===== config.mk =====
export PLATFORM = sky130hd
export DESIGN_NAME = sfc_xfer_engine
export DESIGN_NICKNAME = d
export VERILOG_FILES = /design/src/rtl/sfc_pkg.sv /design/src/rtl/sfc_sclk_gen.sv /design/src/rtl/sfc_shift_seq.sv /design/src/rtl/sfc_xfer_engine.sv
export SDC_FILE = /design/constraint.sdc
export NUM_CORES = 2
export LEC_CHECK = 0
export BUFFER_PORTS_ARGS = -buffer_cell sky130_fd_sc_hd__buf_4
export CAP_MARGIN = 20
export CORE_MARGIN = 2
export CORE_UTILIZATION = 30
export CTS_BUF_LIST = sky130_fd_sc_hd__clkbuf_16
export CTS_CLUSTER_DIAMETER = 30
export DETAILED_ROUTE_END_ITERATION = 12
export GPL_TIMING_DRIVEN = 0
export SETUP_SLACK_MARGIN = 0.02
export SYNTH_ARGS = -nofsm -noshare
export SYNTH_HDL_FRONTEND = slang
export SYNTH_SLANG_ARGS = --single-unit
export TNS_END_PERCENT = 50

===== constraint.sdc =====
create_clock -name clk -period 16.4 [get_ports clk]
set_input_delay 3.28 -clock clk [delete_from_list [all_inputs] [get_ports clk]]
set_output_delay 3.28 -clock clk [all_outputs]
set_load 0.02 [all_outputs]

===== src/rtl/sfc_pkg.sv =====
package sfc_pkg;
  localparam int REG_AW = 7;
  // register byte offsets; software depends on them
  localparam logic [REG_AW-1:0] OFS_CMD   = 7'h00;
  localparam logic [REG_AW-1:0] OFS_CTRL  = 7'h08;
  localparam logic [REG_AW-1:0] OFS_CLK   = 7'h18;
  localparam logic [REG_AW-1:0] OFS_USER  = 7'h1C;
  localparam logic [REG_AW-1:0] OFS_USER1 = 7'h20;
  localparam logic [REG_AW-1:0] OFS_USER4 = 7'h2C;
  localparam logic [REG_AW-1:0] OFS_SLAVE = 7'h30;
  localparam logic [REG_AW-1:0] OFS_DATA  = 7'h40;
  // bit positions
  localparam int B_START  = 18;
  localparam int B_WIN    = 17;
  localparam int B_CPOL   = 7;
  localparam int B_LEGACY = 2;
  localparam int B_LEN    = 17;
  localparam int B_HOLD   = 30;
  localparam int B_CSPOL  = 23;
  localparam int B_DONE   = 4;
  localparam int B_ABORT  = 31;
  localparam int B_TGT    = 30;
  localparam int F_DIV    = 12;
  localparam int F_HI     = 6;
  localparam int F_LO     = 0;
endpackage


===== src/rtl/sfc_sclk_gen.sv =====
module sfc_sclk_gen #(
  parameter int CNT_W = 6
) (
  input  logic             clk,
  input  logic             rst_n,
  input  logic             run,
  input  logic [CNT_W-1:0] div,
  input  logic [CNT_W-1:0] hi,
  output logic             sclk_act,
  output logic             sample_now,
  output logic             bit_end
);
  logic [CNT_W-1:0] cnt_q, d_eff, mid, lead;

  // per-bit phase: idle level first, then mid+1 active cycles
  always_comb begin
    d_eff = (div == '0) ? CNT_W'(1) : div;
    mid   = (hi >= d_eff) ? d_eff - 1'b1 : hi;
    lead  = d_eff - mid;
  end

  assign sclk_act   = run && (cnt_q >= lead);
  assign sample_now = run && (cnt_q == lead - 1'b1);
  assign bit_end    = run && (cnt_q == d_eff);

  always_ff @(posedge clk or negedge rst_n) begin
    if (!rst_n)                cnt_q <= '0;
    else if (!run || bit_end)  cnt_q <= '0;
    else                       cnt_q <= cnt_q + 1'b1;
  end
endmodule


===== src/rtl/sfc_shift_seq.sv =====
module sfc_shift_seq #(
  parameter int LEN_W = 8
) (
  input  logic             clk,
  input  logic             rst_n,
  input  logic             start,
  input  logic             abort,
  input  logic             bit_end,
  input  logic             hold,
  input  logic [LEN_W-1:0] nbits_m1,
  output logic             busy,
  output logic [LEN_W-1:0] idx,
  output logic             cs_sel,
  output logic             last_done,
  output logic             adv
);
  assign last_done = busy && bit_end && (idx == nbits_m1);
  assign adv       = busy && bit_end && (idx != nbits_m1);

  always_ff @(posedge clk or negedge rst_n) begin
    if (!rst_n) begin
      busy <= 1'b0; idx <= '0; cs_sel <= 1'b0;
    end else if (abort) begin
      busy <= 1'b0; idx <= '0; cs_sel <= 1'b0;
    end else if (start && !busy) begin
      busy <= 1'b1; idx <= '0; cs_sel <= 1'b1;
    end else if (last_done) begin
      busy <= 1'b0; cs_sel <= hold;
    end else if (adv) begin
      idx <= idx + 1'b1;
    end
  end
endmodule


===== src/rtl/sfc_xfer_engine.sv =====
module sfc_xfer_engine
  import sfc_pkg::*;
#(
  parameter int BUF_WORDS = 16,
  parameter int CNT_W     = 6,
  parameter int LEN_W     = 8
) (
  input  logic              clk,
  input  logic              rst_n,
  input  logic              reg_we,
  input  logic [REG_AW-1:0] reg_addr,
  input  logic [31:0]       reg_wdata,
  output logic [31:0]       reg_rdata,
  output logic              spi_sclk,
  output logic              spi_cs,
  output logic              spi_mosi,
  input  logic              spi_miso
);
  localparam int WIX_W    = $clog2(BUF_WORDS);
  localparam int BUF_BITS = BUF_WORDS * 32;
  localparam int BIT_W    = WIX_W + 5;

  logic             win_q, cpol_q, legacy_q, hold_q, cspol_q, done_q, tgt_q, mosi_q;
  logic [CNT_W-1:0] div_q, hi_q, lo_q;
  logic [LEN_W-1:0] nbits_q, idx;
  logic [BUF_BITS-1:0] dbuf_q;
  logic busy, cs_sel, last_done, adv, sclk_act, sample_now, bit_end;

  logic is_data, cfg_we, wr_slv, start_req, start_go, abort;
  logic [WIX_W-1:0] widx;

  assign is_data   = reg_addr >= OFS_DATA;
  assign widx      = WIX_W'((reg_addr - OFS_DATA) >> 2);
  assign cfg_we    = reg_we && !busy;
  assign wr_slv    = reg_we && (reg_addr == OFS_SLAVE);
  assign abort     = wr_slv && reg_wdata[B_ABORT];
  assign start_req = reg_we && (reg_addr == OFS_CMD) && reg_wdata[B_START];
  assign start_go  = start_req && !busy && !abort;

  // buffer position of transfer bit i: byte i/8, MSB first
  function automatic logic [BIT_W-1:0] bitpos(input logic [LEN_W-1:0] i);
    bitpos = BIT_W'({i[LEN_W-1:3], ~i[2:0]});
  endfunction

  sfc_sclk_gen #(.CNT_W(CNT_W)) u_clk (
    .clk(clk), .rst_n(rst_n), .run(busy), .div(div_q), .hi(hi_q),
    .sclk_act(sclk_act), .sample_now(sample_now), .bit_end(bit_end));

  sfc_shift_seq #(.LEN_W(LEN_W)) u_seq (
    .clk(clk), .rst_n(rst_n), .start(start_go), .abort(abort),
    .bit_end(bit_end), .hold(hold_q), .nbits_m1(nbits_q), .busy(busy),
    .idx(idx), .cs_sel(cs_sel), .last_done(last_done), .adv(adv));

  // configuration registers, frozen while busy
  always_ff @(posedge clk or negedge rst_n) begin
    if (!rst_n) begin
      win_q <= 1'b0; cpol_q <= 1'b0; legacy_q <= 1'b0; hold_q <= 1'b0;
      cspol_q <= 1'b0; tgt_q <= 1'b0; nbits_q <= '0;
      div_q <= '0; hi_q <= '0; lo_q <= '0;
    end else if (cfg_we) begin
      case (reg_addr)
        OFS_CTRL:  win_q <= reg_wdata[B_WIN];
        OFS_CLK: begin
          div_q <= reg_wdata[F_DIV +: CNT_W];
          hi_q  <= reg_wdata[F_HI +: CNT_W];
          lo_q  <= reg_wdata[F_LO +: CNT_W];
        end
        OFS_USER: begin
          cpol_q   <= reg_wdata[B_CPOL];
          legacy_q <= reg_wdata[B_LEGACY];
        end
        OFS_USER1: nbits_q <= reg_wdata[B_LEN +: LEN_W];
        OFS_USER4: begin
          hold_q  <= reg_wdata[B_HOLD];
          cspol_q <= reg_wdata[B_CSPOL];
        end
        OFS_SLAVE: tgt_q <= reg_wdata[B_TGT];
        default: ;
      endcase
    end
  end

  // sticky completion flag: set by engine, cleared by writing 0
  always_ff @(posedge clk or negedge rst_n) begin
    if (!rst_n)                done_q <= 1'b0;
    else if (abort)            done_q <= 1'b0;
    else if (last_done)        done_q <= 1'b1;
    else if (wr_slv && !busy)  done_q <= done_q & reg_wdata[B_DONE];
  end

  // shared transmit/receive buffer
  always_ff @(posedge clk or negedge rst_n) begin
    if (!rst_n)                   dbuf_q <= '0;
    else if (cfg_we && is_data)   dbuf_q[{widx, 5'd0} +: 32] <= reg_wdata;
    else if (sample_now && busy)  dbuf_q[bitpos(idx)] <= spi_miso;
  end

  always_ff @(posedge clk or negedge rst_n) begin
    if (!rst_n)        mosi_q <= 1'b0;
    else if (start_go) mosi_q <= dbuf_q[bitpos('0)];
    else if (adv)      mosi_q <= dbuf_q[bitpos(idx + 1'b1)];
  end

  always_comb begin
    reg_rdata = '0;
    if (is_data) reg_rdata = dbuf_q[{widx, 5'd0} +: 32];
    else begin
      case (reg_addr)
        OFS_CMD:   reg_rdata[B_START] = busy;
        OFS_CTRL:  reg_rdata[B_WIN] = win_q;
        OFS_CLK: begin
          reg_rdata[F_DIV +: CNT_W] = div_q;
          reg_rdata[F_HI +: CNT_W]  = hi_q;
          reg_rdata[F_LO +: CNT_W]  = lo_q;
        end
        OFS_USER: begin
          reg_rdata[B_CPOL]   = cpol_q;
          reg_rdata[B_LEGACY] = legacy_q;
        end
        OFS_USER1: reg_rdata[B_LEN +: LEN_W] = nbits_q;
        OFS_USER4: begin
          reg_rdata[B_HOLD]  = hold_q;
          reg_rdata[B_CSPOL] = cspol_q;
        end
        OFS_SLAVE: begin
          reg_rdata[B_TGT]  = tgt_q;
          reg_rdata[B_DONE] = done_q;
        end
        default: ;
      endcase
    end
  end

  assign spi_sclk = cpol_q ^ sclk_act;
  assign spi_cs   = cspol_q ? cs_sel : !cs_sel;
  assign spi_mosi = mosi_q;
endmodule


==> metrics.md <==
| Metric | Value |
|---|---|
| Reg clk slew, reported paths | 0.04 ns |
| Layout Cells excl Fill | between 5000 and 6000 |
| Post-route setup TNS | 0 ns |
| Synth Flop Type | dfrtp_1 |
| Clk_skew | 0.0447 ns |
| GP Congestion | between 1 and 1.5 |
| Pin count of the biggest net entering global routing | around 120 |
| Drt drc | 0 |
| Die area | 114000 µm² |
| Initial Util | 30.2% |
| Final-report setup violation count | 0 |
| Clock Path Buffers | 3 |
| Syn avg cell area | roughly 10 µm² |
| Synthesized area | 33300 µm² |
| Outcome | finished clean |
| First-pass GRT wire length | 254000 µm |
| Final Hold Viols | 0 |
| Largest cells by area after synthesis | dfrtp_1, mux4_2, a21oi_1, o21ai_0, nand2_1 |
| Fillers | approximately 11000 |
| CTS sink cnt | between 500 and 600 |
| Count leader, synth | dfrtp_1 |
| Initial antenna violation count | 26 |
| Post-synth top area share | a little over two fifths |
| GRT Overall Usage | 32.3% |
| Clk_lat worst skew | approximately 0.8 ns |
| Pins Over Slew Limit | 0 |
| Worst hold-check path type | reg -> reg |
| CTS HTree Levels | 4 |
| Fraction of layout cells with a size suffix above 1 | 20.6% |
| Area grow syn2layout | 24.3% |
| Worst path required time | 13.12 ns |
| Global route overflow | 0 |
| Vias in the first global route | between 30000 and 40000 |
| EDFF count, synth | 0 |
| Fmax | between 90 and 100 MHz |
| Data arrival, critical path | 7.27 ns |
| Most common library cells after synthesis | dfrtp_1, a21oi_1, nand2_1 |
| Synthesis Warnings | 0 |
| Rows | roughly 120 |
| Final #Nets | 3652 |
| Yosys cell types | 67 |
| Root buffer cell | clkbuf_16 |
| DRT Pass-1 Iters | 12 |
| Post-placement cell count | around 4900 |
| # IOs | 78 |
| Leak pwr | about 17 nW |
| Final core occ | 37.5% |
| Drt first-iter violations | a little under 6000 |
| Crit path launch type | input port |
| Vias per inst | 6.55 |
| Crit path max fanout | 10 |
| Detail Route Antenna Nets | 0 |
| Post-cts sizing count | 0 |
| Detailed placement HPWL | about 140000 µm |
| Syn_nets | ~3400 |
| Min Tclk post-route | 10.55 ns |
| Hold Slack | around 0.47 ns |
| Avg WL per Cell | around 36 µm |
| P per Cell Area | ~180 nW/µm² |
| Vias post-DR | 34100 |
| Postcts setup bufs | 0 |
| CTS buffer count | about 150 |
| Register area share after synthesis | between 40% and 50% |
| Core area | roughly 110000 µm² |
| Tcrit/Tclk final | between 60 and 70% |
| Port buffer count | 68 |
| Routed wire length | ~190000 µm |
| Worst-Margin Slew | ~1.5 ns |
| Max-Cap Viols | 0 |
| Crit Path Category | in -> out |
| CTS Hold Bufs | 0 |
| RSZ-0062 raised after global routing | false |
| Yosys reg bits | 562 |
| CTS tree | built |
| Die Height | 337 µm |
| Mapped Cells | about 3300 |
| Yosys top cell by area | dfrtp_1 |
| Width of the die | approximately 340 µm |
| Final Total Pwr | between 7 and 8 mW |
| Crit. End Element | output pin |
| VDD IR max | between 0.09 and 0.1 mV |
| Max transition margin | under 10% |
| Ys async rst share | 100% |
-- cell type report --
class                   instances  area, µm²  area share (%)
repair buffers                116       1220            2.94
inverters                      24       90.1           0.218
clock inverters               124       1310            3.17
well taps                    1488       1860            4.50
multi-input cells            2357      17700            42.7
diodes                         18       45.0           0.109
clock buffers                 146       3650            8.83
plain buffers                 372       1460            3.53
flip-flops and latches        562      14100            34.0
-- worst max-delay path: stages --
cell	delay, ns
buf_4	0.14
clkbuf_1	0.32
clkbuf_1	0.64
buf_2	0.70
mux4_2	0.72
mux4_2	0.49
nand2_1	0.31
o21ai_0	0.36
buf_4	0.27
-- stage by stage --
step | cell area, µm² | setup WS [ns]
2_1_floorplan | 33300 | 7.48
6_report | 41400 | 5.85
4_1_cts | 41100 | 6.14
3_3_place_gp | 35700 | 5.45
3_5_place_dp | 36100 | 6.15
5_1_grt | 41300 | 5.91
-- sequential cells by signal, summed over array words and instances (netlist names), 6 cells and up --
register / count
hi_q: 6
nbits_q: 8
u_clk.cnt_q: 6
div_q: 6
u_seq.idx: 8
dbuf_q: 512
lo_q: 6
-- layout by cell type, fill, tap and decap left out, drive strengths merged, types with 17 or more instances in the layout --
master  synthesis  final
dfrtp         562    562
a21oi         450    450
clkbuf        290    437
nand2         414    414
o21ai         380    380
mux4          236    236
buf            82    197
a31oi         146    146
mux2          129    129
nor2          102    102
nand3          78     78
clkinv          0     78
o211ai         60     60
inv            24     45
a211oi         39     39
o311ai         31     31
ha             29     29
xor2           27     27
xnor2          24     24
a221o          22     22
and2           22     22
a22o           19     19
nor3           19     19
diode           0     18
nand2b         17     17
-- power breakdown --
group | total (mW) | switching (mW) | internal (mW)
Combinational | 2.56 | 1.64 | 0.911
Sequential | 1.95 | 0.283 | 1.67
Clock | 2.87 | 0.993 | 1.88
Total | 7.38 | 2.92 | 4.46
-- kinds of logic (layout without fill, tap and decap cells) --
| logic type | after synthesis | after routing | share of synthesized area, % |
|---|---|---|---|
| multiplexers | 372 | 372 | 20.6 |
| AND/OR/NAND/NOR | 715 | 715 | 9.39 |
| other | 0 | 18 | 0 |
| XOR/XNOR | 51 | 51 | 1.53 |
| adder cells (fa/ha/maj) | 30 | 30 | 1.15 |
| buffers and inverters | 396 | 782 | 4.65 |
| flip-flops | 562 | 562 | 42.2 |
| AO/OA/AOI/OAI | 1189 | 1189 | 20.4 |
-- layer usage --
layer  vias to the layer above  GRT usage [%]  share of wire [%]
met4                        30           25.6                 10
met3                       935           15.4                 15
met2                      3106           44.1                 40
li1                      13000              -                  -
met5                         -           1.28               0.23
met1                     17000           38.4                 35
-- path summary, 6_finish.rpt --
kind | start | to | slack (ns) | cells past startpoint
hold reg to reg | dbuf_q[309] | dbuf_q[309] | 0.47 | 2
min in group asynchronous | rst_n | dbuf_q[505] | 2.25 | 1
setup reg to reg | u_seq.idx[0] | spi_mosi | 9.53 | 15
max in group asynchronous | rst_n | dbuf_q[259] | 12.19 | 4
setup / recovery | reg_addr[2] | reg_rdata[30] | 5.85 | 9
hold / removal | dbuf_q[309] | dbuf_q[309] | 0.47 | 2
Power figures use the tool's default switching activity.
